--- src/rtl/cmd_rx_pkg.sv ---
package cmd_rx_pkg;
  localparam int unsigned BYTE_W = 8;
  typedef logic [BYTE_W-1:0] byte_t;
endpackage

--- src/rtl/cmd_rx_seq.sv ---
module cmd_rx_seq #(
  parameter int unsigned NUM_BYTES = 6
) (
  input  logic                 clk_i,
  input  logic                 rst_ni,
  input  logic                 srst_i,
  input  logic                 stb_i,
  output logic [NUM_BYTES-1:0] lane_o,
  output logic                 last_o
);
  localparam int unsigned IDX_W = $clog2(NUM_BYTES);
  localparam logic [IDX_W-1:0] LAST_IDX = IDX_W'(NUM_BYTES - 1);
  localparam logic [IDX_W-1:0] NEXT_IDX = IDX_W'(1);

  logic             active_q;
  logic [IDX_W-1:0] idx_q;

  always_comb begin
    lane_o = '0;
    last_o = 1'b0;
    if (stb_i) begin
      lane_o[0] = 1'b1;
    end else if (active_q) begin
      lane_o[idx_q] = 1'b1;
      last_o        = (idx_q == LAST_IDX);
    end
  end

  always_ff @(posedge clk_i or negedge rst_ni) begin
    if (!rst_ni) begin
      active_q <= 1'b0;
      idx_q    <= '0;
    end else if (srst_i) begin
      active_q <= 1'b0;
      idx_q    <= '0;
    end else if (stb_i) begin
      active_q <= 1'b1;
      idx_q    <= NEXT_IDX;
    end else if (active_q) begin
      if (idx_q == LAST_IDX) begin
        active_q <= 1'b0;
        idx_q    <= '0;
      end else begin
        idx_q <= idx_q + NEXT_IDX;
      end
    end
  end

  // a strobe always reopens the frame at the second byte
  p_restart_r6: assert property (@(posedge clk_i) disable iff (!rst_ni)
    (stb_i && !srst_i) |=> (active_q && idx_q == NEXT_IDX));

  p_srst_close_r9: assert property (@(posedge clk_i) disable iff (!rst_ni)
    srst_i |=> !active_q);

  p_idx_range_r1: assert property (@(posedge clk_i) disable iff (!rst_ni)
    idx_q <= LAST_IDX);

  p_idle_quiet_r7: assert property (@(posedge clk_i) disable iff (!rst_ni)
    (!active_q && !stb_i) |-> (lane_o == '0 && !last_o));
endmodule

--- src/rtl/cmd_rx_collect.sv ---
module cmd_rx_collect
  import cmd_rx_pkg::*;
#(
  parameter int unsigned NUM_BYTES = 6
) (
  input  logic                        clk_i,
  input  logic                        rst_ni,
  input  byte_t                       byte_i,
  input  logic [NUM_BYTES-1:0]        lane_i,
  output logic [NUM_BYTES*BYTE_W-1:0] frame_o
);
  for (genvar g = 0; g < NUM_BYTES; g++) begin : g_lane
    byte_t lane_q;

    always_ff @(posedge clk_i or negedge rst_ni) begin
      if (!rst_ni)        lane_q <= '0;
      else if (lane_i[g]) lane_q <= byte_i;
    end

    assign frame_o[g*BYTE_W +: BYTE_W] = lane_q;

    p_lane_capture_r1: assert property (@(posedge clk_i) disable iff (!rst_ni)
      lane_i[g] |=> (frame_o[g*BYTE_W +: BYTE_W] == $past(byte_i)));
  end
endmodule

--- src/rtl/cmd_rx_match.sv ---
module cmd_rx_match #(
  parameter int unsigned           ADDR_BITS  = 16,
  parameter logic [ADDR_BITS-1:0]  MATCH_ADDR = '0,
  parameter logic [ADDR_BITS-1:0]  ADDR_MASK  = '1
) (
  input  logic [ADDR_BITS-1:0] addr_i,
  output logic                 hit_o
);
  assign hit_o = ((addr_i ^ MATCH_ADDR) & ADDR_MASK) == '0;
endmodule

--- src/rtl/cmd_rx.sv ---
module cmd_rx
  import cmd_rx_pkg::*;
#(
  parameter int unsigned ADDR_BYTES = 2,
  parameter int unsigned DATA_BYTES = 4,
  parameter int unsigned ADDR_WIDTH = 1,
  parameter logic [ADDR_BYTES*8-1:0] MATCH_ADDR = 16'h0714,
  parameter logic [ADDR_BYTES*8-1:0] ADDR_MASK  = 16'h07ff
) (
  input  logic                      clk_i,
  input  logic                      rst_ni,
  input  logic                      srst_i,
  input  logic [7:0]                byte_i,
  input  logic                      stb_i,
  output logic [ADDR_WIDTH-1:0]     addr_o,
  output logic [DATA_BYTES*8-1:0]   data_o,
  output logic                      we_o
);
  localparam int unsigned NUM_BYTES = ADDR_BYTES + DATA_BYTES;
  localparam int unsigned ADDR_BITS = ADDR_BYTES * BYTE_W;
  localparam int unsigned DATA_BITS = DATA_BYTES * BYTE_W;
  localparam int unsigned FRAME_W   = NUM_BYTES * BYTE_W;

  logic [NUM_BYTES-1:0] lane;
  logic                 last;
  logic [FRAME_W-1:0]   frame_q;
  logic [FRAME_W-1:0]   frame_full;
  logic                 hit;

  cmd_rx_seq #(.NUM_BYTES(NUM_BYTES)) u_seq (
    .clk_i  (clk_i),
    .rst_ni (rst_ni),
    .srst_i (srst_i),
    .stb_i  (stb_i),
    .lane_o (lane),
    .last_o (last)
  );

  cmd_rx_collect #(.NUM_BYTES(NUM_BYTES)) u_collect (
    .clk_i   (clk_i),
    .rst_ni  (rst_ni),
    .byte_i  (byte_i),
    .lane_i  (lane),
    .frame_o (frame_q)
  );

  // last byte bypasses the collector so the write leaves one cycle after D3
  assign frame_full = {byte_i, frame_q[FRAME_W-BYTE_W-1:0]};

  cmd_rx_match #(
    .ADDR_BITS  (ADDR_BITS),
    .MATCH_ADDR (MATCH_ADDR),
    .ADDR_MASK  (ADDR_MASK)
  ) u_match (
    .addr_i (frame_q[ADDR_BITS-1:0]),
    .hit_o  (hit)
  );

  always_ff @(posedge clk_i or negedge rst_ni) begin
    if (!rst_ni) begin
      we_o   <= 1'b0;
      data_o <= '0;
      addr_o <= '0;
    end else if (srst_i) begin
      we_o <= 1'b0;
    end else begin
      we_o <= last && hit;
      if (last && hit) begin
        data_o <= frame_full[ADDR_BITS +: DATA_BITS];
        addr_o <= frame_q[ADDR_WIDTH-1:0];
      end
    end
  end

  p_we_pulse_r2: assert property (@(posedge clk_i) disable iff (!rst_ni)
    we_o |=> !we_o);

  p_accept_r3: assert property (@(posedge clk_i) disable iff (!rst_ni)
    (last && hit && !srst_i) |=> (we_o && data_o[DATA_BITS-1 -: BYTE_W] == $past(byte_i)));

  p_reject_r3: assert property (@(posedge clk_i) disable iff (!rst_ni)
    (last && !hit) |=> !we_o);

  p_hold_r8: assert property (@(posedge clk_i) disable iff (!rst_ni)
    !we_o |-> ($stable(data_o) && $stable(addr_o)));
endmodule

--- config.mk ---
export PLATFORM = sky130hd
export DESIGN_NAME = cmd_rx
export DESIGN_NICKNAME = d
export VERILOG_FILES = /design/src/rtl/cmd_rx_pkg.sv /design/src/rtl/cmd_rx_seq.sv /design/src/rtl/cmd_rx_collect.sv /design/src/rtl/cmd_rx_match.sv /design/src/rtl/cmd_rx.sv
export SDC_FILE = /design/constraint.sdc
export NUM_CORES = 1
export LEC_CHECK = 0
export ABC_AREA = 1
export CORE_ASPECT_RATIO = 0.5
export CORE_MARGIN = 2
export CORE_UTILIZATION = 30
export CTS_CLUSTER_SIZE = 8
export DETAILED_ROUTE_END_ITERATION = 12
export DONT_BUFFER_PORTS = 1
export PLACE_DENSITY = 0.55
export SLEW_MARGIN = 30
export SYNTH_ARGS = -nofsm -noshare
export SYNTH_HDL_FRONTEND = slang
export SYNTH_SLANG_ARGS = --single-unit
--- constraint.sdc ---
create_clock -name clk_i -period 2.8 [get_ports clk_i]
set_input_delay 0.14 -clock clk_i [delete_from_list [all_inputs] [get_ports clk_i]]
set_output_delay 0.14 -clock clk_i [all_outputs]
set_load 0.02 [all_outputs]
==> summary.txt, run 1 <==
Run status
  • Outcome: finished clean

Global route
  • Grt ovf: 0
  • First-pass GRT wire length: 10880 µm
  • Initial antenna violation count: 0
  • Total GRT Usage: 0.1328
  • Vias in the first global route: approximately 2.1k
  • Largest net degree at the start of global routing: 74

Finish
  • Most frequent cells in the layout: 93 x nand2_1, 73 x dfrtp_1, 33 x nand4_1
  • Antenna cells: 0
  • Area Growth Syn to Fin: 15.99%
  • Final #Nets: 330
  • Most common cell after layout, fill and taps aside: nand2_1
  • Share of cells above drive strength 1: 0.1176

Setup path
  • CP required: about 3.0 ns
  • Worst R2R Path Depth: 6
  • Worst flop-to-flop path startpoint: u_seq.idx_q[1]
  • Crit end category: flip-flop
  • Crit start category: flip-flop
  • CP max FO: 33
  • Arr. time, crit path: 2.01 ns
  • Reg-to-Reg End: data_o[7]
  • Crit path kind: reg -> reg
  • Flop-to-flop setup slack: between 0.9 and 1 ns

Timing
  • Max Slew Vio Count: 0
  • Final-report hold violation count: 0
  • Worst-Margin Slew: 0.4725 ns
  • RSZ-0062 raised after global routing: false
  • Final WS setup: 0.9983 ns
  • Final TNS setup: 0 ns
  • Clk_skew: 0.005949 ns
  • Slew headroom: 0.6842
  • Setup violators final: 0
  • Final worst-path cycle share: 0.6435
  • Minimum clock period: 1.802 ns
  • Fmax: 555.0 MHz

Clocking
  • Clk sink count: 73
  • CTS clk-pin slew, worst paths: 0.05 ns
  • Post-cts resize count: 0
  • Clk_lat worst skew: 0.33 ns
  • H-tree depth: 3
  • Num CTS Buffers: 9
  • CTS Root Cell: clkbuf_16
  • Maximum clock path buffer count: 2
  • CTS tree: yes

Logic synthesis
  • Flops & latches, synth: 73
  • Post-Syn Nets: 320
  • Synthesized cell area: 3005 µm²
  • Synth warn: 0
  • Synth Instances: between 300 and 400
  • Mean Syn Cell Area: 9.758 µm²
  • Netlist cell types: 21
  • Register area share after synthesis: 0.6078

Die
  • Width of the die: 145.6 µm
  • Core area: 9603 µm²
  • # rows: 25
  • Die height: 74.78 µm
  • Die area: 10880 µm²
  • I/O pin count: 46
  • Starting Density: 0.3130

Routing
  • Drt total wl: 6794 µm
  • # DRC: 0
  • Initial DRC count: 163
  • Drt wl/cell: ~15 µm
  • Number of vias per cell: 4.707
  • TritonRoute pass-1 iters: 4
  • Post-route ant nets: 0
  • Vias: 2156

Worst hold path
  • WHS Endpoint: u_seq.idx_q[1]
  • Worst min path class: in -> reg
  • Hold path start: srst_i
  • WHS Path Cells: 3

Placed design
  • Final HPWL DP: 4585 µm
  • Gpl congestion: between 0.8 and 0.9
  • Place WS: 0.9962 ns
  • Number of port buffers: 0

Pwr
  • Lkg Pwr: 1.716 nW
  • Peak supply drop: 0.2612 mV
  • Cell Pwr Density: 663.9 nW/µm²

Run
  • Max-Cap Viols: 0
[sequential cells by signal, indices dropped and copies added, names as in the netlist]
register,cells
data_o,32
u_seq.idx_q,3
we_o,1
u_collect.g_lane.lane_q,35
u_seq.active_q,1
addr_o,1
[critical path: stages, from the launching register on]
cell and delay, ns:
dfrtp_1 0.44, inv_1 0.13, nand3_1 0.13, inv_2 0.33, nand3_4 0.39, nand2_1 0.17
nand2_1 0.06
[metrics by stage]
stage               instances  utilization  power (mW)  hold slack (ns)  cell area (µm²)
floorplan                 308            -       1.226          -0.1556             3005
global placement          431       0.3210       1.244          -0.1532             3083
detailed placement        431       0.3210       1.252          -0.1526             3083
CTS                       458       0.3630       2.340         0.003898             3486
global route              458       0.3630       2.404          0.02934             3486
finish                    458       0.3630       2.314          0.01403             3486
[report_power, final]
group / switching [mW] / total, mW / internal, mW
clock network: 0.401 / 1.04 / 0.643
logic: 0.0794 / 0.126 / 0.0467
registers: 0.0320 / 1.14 / 1.11
total: 0.513 / 2.31 / 1.80
[final cells by class]
type | instances | area [µm²]
fill | 945 | 6117
sequential | 73 | 1827
multi-input combinational | 201 | 989.7
clock buffer | 13 | 260.3
tap | 135 | 168.9
timing repair buffer | 15 | 157.7
inverter | 18 | 67.56
clock inverter | 3 | 15.01
[worst max-delay path by stage]
stage,from,to,slack (ns),cells past startpoint
after detailed placement,u_seq.idx_q[1],data_o[16],1.0,6
after CTS,u_seq.idx_q[1],data_o[7],0.97,6
after floorplan,u_seq.idx_q[0],u_collect.g_lane[4].lane_q[5],1.56,7
after global placement,u_seq.idx_q[1],data_o[18],1.14,6
after global routing,u_seq.idx_q[1],data_o[28],0.83,6
final,u_seq.idx_q[1],data_o[7],1.0,6
[repair_timing]
item                                   4_1_cts  5_1_grt
setup endpoints to repair                    0        0
endpoints found under the hold margin       86        0
hold buffers                                11        0
buffers inserted                             0        0
[cell usage after synthesis (all sizes together)]
cell type | count | area [µm²]
nand3 | 9 | 67.57
a31oi | 1 | 6.260
buf | 16 | 121.4
nand4 | 33 | 206.5
o21ai | 22 | 147.6
inv | 18 | 67.56
nand2 | 93 | 349.1
dfrtp | 73 | 1827
xnor2 | 1 | 8.760
a21oi | 16 | 80.08
o31ai | 1 | 7.510
nor2 | 25 | 116.4
[logic make-up (layout without fill, tap and decap cells)]
| kind of cell | after synthesis | count (layout) | share of synthesized area |
|---|---|---|---|
| xor+xnor | 1 | 1 | 0.002915 |
| compound gates | 40 | 40 | 0.08035 |
| flops | 73 | 73 | 0.6078 |
| simple gates | 160 | 160 | 0.2460 |
| buf+inv | 34 | 49 | 0.06286 |
[per-layer routing]
metal / share of wire / up-vias / routed length [µm] / GRT usage
met4: 0.010 / 0 / 70 / 0.05011
li1: - / 1058 / - / -
met3: 0.069 / 6 / 472 / 0.06364
met5: 0 / - / 0 / 0
met2: 0.45 / 46 / 3084 / 0.2017
met1: 0.47 / 1046 / 3167 / 0.1676
Note: power is estimated with default switching activity, not from simulation.
==> run 2: changes to the inputs <==
==> constraint.sdc (replaced) <==
create_clock -name clk_i -period 1.8 [get_ports clk_i]
set_input_delay 0.09 -clock clk_i [delete_from_list [all_inputs] [get_ports clk_i]]
set_output_delay 0.09 -clock clk_i [all_outputs]
set_load 0.02 [all_outputs]
==> summary.txt, run 2 (synthesis results as in run 1) <==
Routing
  • Initial DRC count: 169 (+3.7%)
  • M1 WL: 3056 µm (-3.5%)
  • TritonRoute pass-1 iters: 4 (unchanged)
  • Vias: 2138 (-0.83%)
  • DR top layer: met4
  • Met3 wire len: 456 µm (-3.4%)
  • Drt total wl: 6702 µm (-1.4%)
  • # DRC: 0 (unchanged)
  • Number of vias per cell: 4.658 (-1.1%)
  • Post-route ant nets: 0 (unchanged)
  • Drt wl/cell: 14.60 µm (-1.6%)
  • DR WL met2: 3115 µm (+1.0%)

Setup path
  • Crit start category: primary input
  • WP depth: 7 (+1)
  • Family with the most delay on the worst path: simple AND/OR/NAND/NOR gates
  • Max incr delay on CP: 0.60 ns (+0.16 ns)
  • Crit end category: flip-flop
  • Critical Path Most Common Cell: nand2_1
  • Arr. time, crit path: 1.83 ns (-0.18 ns)
  • CP max FO: 33 (unchanged)
  • CP endpoint: data_o[6]
  • CP Cell Sequence: dlygate4sd3_1 > nor2_2 > nand2_1 > nor2_4 > nand3_4 > nand2_1 > nand2_1
  • Crit path kind: in -> reg
  • CP required: 2.02 ns (-0.99 ns)
  • CP max stage cell: dlygate4sd3_1
  • CP Buf/Inv Count: 1 (-1)
  • Worst flop-to-flop path startpoint: u_seq.active_q
  • Crit. Startpoint: srst_i
  • Worst R2R Path Depth: 5 (-1)
  • Flop-to-flop setup slack: 0.24 ns (-0.76 ns)
  • Reg-to-Reg End: data_o[6]

Finish
  • Share of cells above drive strength 1: 0.1265 (+0.008896)
  • Fin cells: 459 (+0.22%)
  • Most common cell after layout, fill and taps aside: nand2_1
  • Multi-input logic area: 989.7 µm² (unchanged)
  • Antenna cells: 0 (unchanged)
  • Max FFs per register: 35 (unchanged)
  • Most flop-heavy register: u_collect.g_lane.lane_q
  • Design area: 3538 µm² (+1.5%)
  • Filler cell count: 944 (-0.11%)
  • Storage cell area: 1827 µm² (unchanged)
  • Biggest registers after layout: u_collect.g_lane.lane_q x35, data_o x32, u_seq.idx_q x3
  • Most frequent cells in the layout: 93 x nand2_1, 73 x dfrtp_1, 33 x nand4_1
  • Area Growth Syn to Fin: 17.74%
  • Final #Nets: 332 (+0.61%)

Placed design
  • Final HPWL DP: 4640 µm (+1.2%)
  • Number of port buffers: 0 (unchanged)
  • Gpl congestion: 0.7604 (-11%)
  • Post-Place Cells: 434 (+0.70%)
  • Dpl cell area: 3105 µm² (+0.73%)

Timing
  • Minimum clock period: about 1.6 ns
  • RSZ-0062 raised after global routing: true
  • Final worst-path cycle share: 0.8955
  • Setup violators final: 0 (unchanged)
  • Slew headroom: 0.6903 (+0.006052)
  • Fmax: 620.4 MHz
  • Worst-Margin Slew: 0.4634 ns (-0.009057 ns)
  • Final-report hold violation count: 73 (+73)
  • Max Slew Vio Count: 0 (unchanged)
  • Final hold slack: -0.5458 ns (-0.5599 ns)
  • Clk_skew: 0.006356 ns (+0.0004072 ns)

Clocking
  • Clk_lat worst skew: 0.33 ns (about the same)
  • Post-CTS setup buffers: 0 (unchanged)
  • CTS clk-pin slew, worst paths: 0.06 ns (about the same)
  • Maximum clock path buffer count: 2 (unchanged)
  • CTS Root Cell: clkbuf_16
  • H-tree depth: 3 (unchanged)
  • Hold buffer count at CTS: 10 (-1)
  • Num CTS Buffers: 9 (unchanged)
  • CTS tree: yes
  • Clk sink count: 73 (unchanged)
  • Post-cts resize count: 0 (unchanged)

Die
  • Starting Density: 0.3130 (unchanged)
  • Width of the die: 145.6 µm (unchanged)
  • I/O pin count: 46 (unchanged)
  • Core area: 9603 µm² (unchanged)
  • Die area: 10880 µm² (unchanged)
  • # rows: 25 (unchanged)
  • Die height: 74.78 µm (unchanged)

Pwr
  • Lkg Pwr: 1.742 nW (+1.5%)
  • Flop pwr share: 0.452 (-0.042)
  • Int Power: 3.135 mW (+74%)
  • Cell Pwr Density: 1113 nW/µm² (+68%)
  • Peak supply drop: 0.3666 mV (+40%)
  • Sw Pwr: 0.8040 mW (+57%)
  • Net Sw Frac: 0.2041 (-0.01747)
  • Comb pwr share: 0.041 (-0.013)
  • Clock power share: 0.507 (+0.056)
  • Final Power: 3.939 mW (+70%)

Global route
  • First-pass GRT wire length: 11100 µm (+2.0%)
  • Largest net degree at the start of global routing: 74 (unchanged)
  • Grt ovf: 0 (unchanged)
  • Initial antenna violation count: 0 (unchanged)
  • Vias in the first global route: 2159 (+3.0%)
  • Total GRT Usage: 0.1358 (+0.003005)

Run status
  • Violated checks: negative hold slack
  • Outcome: finished, violations left

Run
  • Max-Cap Viols: 0 (unchanged)

Worst hold path
  • Worst min path class: in -> async
[run 2: cell types whose count changed in the layout (fill, tap and decap cells not counted), sizes merged]
| cell | change |
|---|---|
| clkinvlp | +1 |
| buf | +2 |
| clkinv | -1 |
| bufinv | +3 |
| clkbuf | -4 |
[run 2: area by class of cell]
cell class                 instances  share of cell area
clock buffer                       9             0.06365
clock inverter                     6             0.03041
inverter                          18             0.01909
multi-input combinational        201              0.2797
sequential                        73              0.5163
tap                              135             0.04774
timing repair buffer              17             0.04314
[run 2: worst register-to-register path: cells and delay by family (launching register included)]
kind	cells	cell delay, ns
flops	1	0.44
simple gates	5	1.01
[run 2: worst min-delay path by stage]
| stage | to | depth (start not counted) | slack [ns] | from |
|---|---|---|---|---|
| after detailed placement | u_seq.active_q | 0 | -0.20 | rst_ni |
| final | data_o[22] | 0 | -0.55 | rst_ni |
| after global placement | u_collect.g_lane[1].lane_q[0] | 0 | -0.20 | rst_ni |
| after floorplan | addr_o | 0 | -0.21 | rst_ni |
| after CTS | u_seq.idx_q[0] | 0 | -0.56 | rst_ni |
| after global routing | data_o[30] | 0 | -0.57 | rst_ni |
[run 2: routing by layer]
layer | GRT usage | vias to the layer above
met2 | 0.2117 | 50
met5 | 0 | -
met3 | 0.05636 | 7
met4 | 0.05882 | 0
li1 | - | 1047
met1 | 0.1703 | 1034
[run 2: power groups by stage]
stage	clock, mW	combinational [mW]	sequential, mW
2_1_floorplan	0	0.114	1.79
3_3_place_gp	0	0.134	1.80
4_1_cts	2.04	0.162	1.78
5_1_grt	2.12	0.182	1.79
3_5_place_dp	0	0.141	1.81
6_report	2.00	0.160	1.78
[run 2: metrics by stage]
| step | setup TNS [ns] | hold WS, ns | setup WS (ns) | util |
|---|---|---|---|---|
| 6_report | 0 | -0.5458 | 0.1881 | 0.3685 |
| 5_1_grt | -0.05733 | -0.5663 | -0.01483 | 0.3685 |
| 4_1_cts | 0 | -0.5575 | 0.1862 | 0.3685 |
| 2_1_floorplan | 0 | -0.2056 | 0.5624 | - |
| 3_5_place_dp | 0 | -0.2025 | 0.2353 | 0.3234 |
| 3_3_place_gp | 0 | -0.2023 | 0.2648 | 0.3234 |
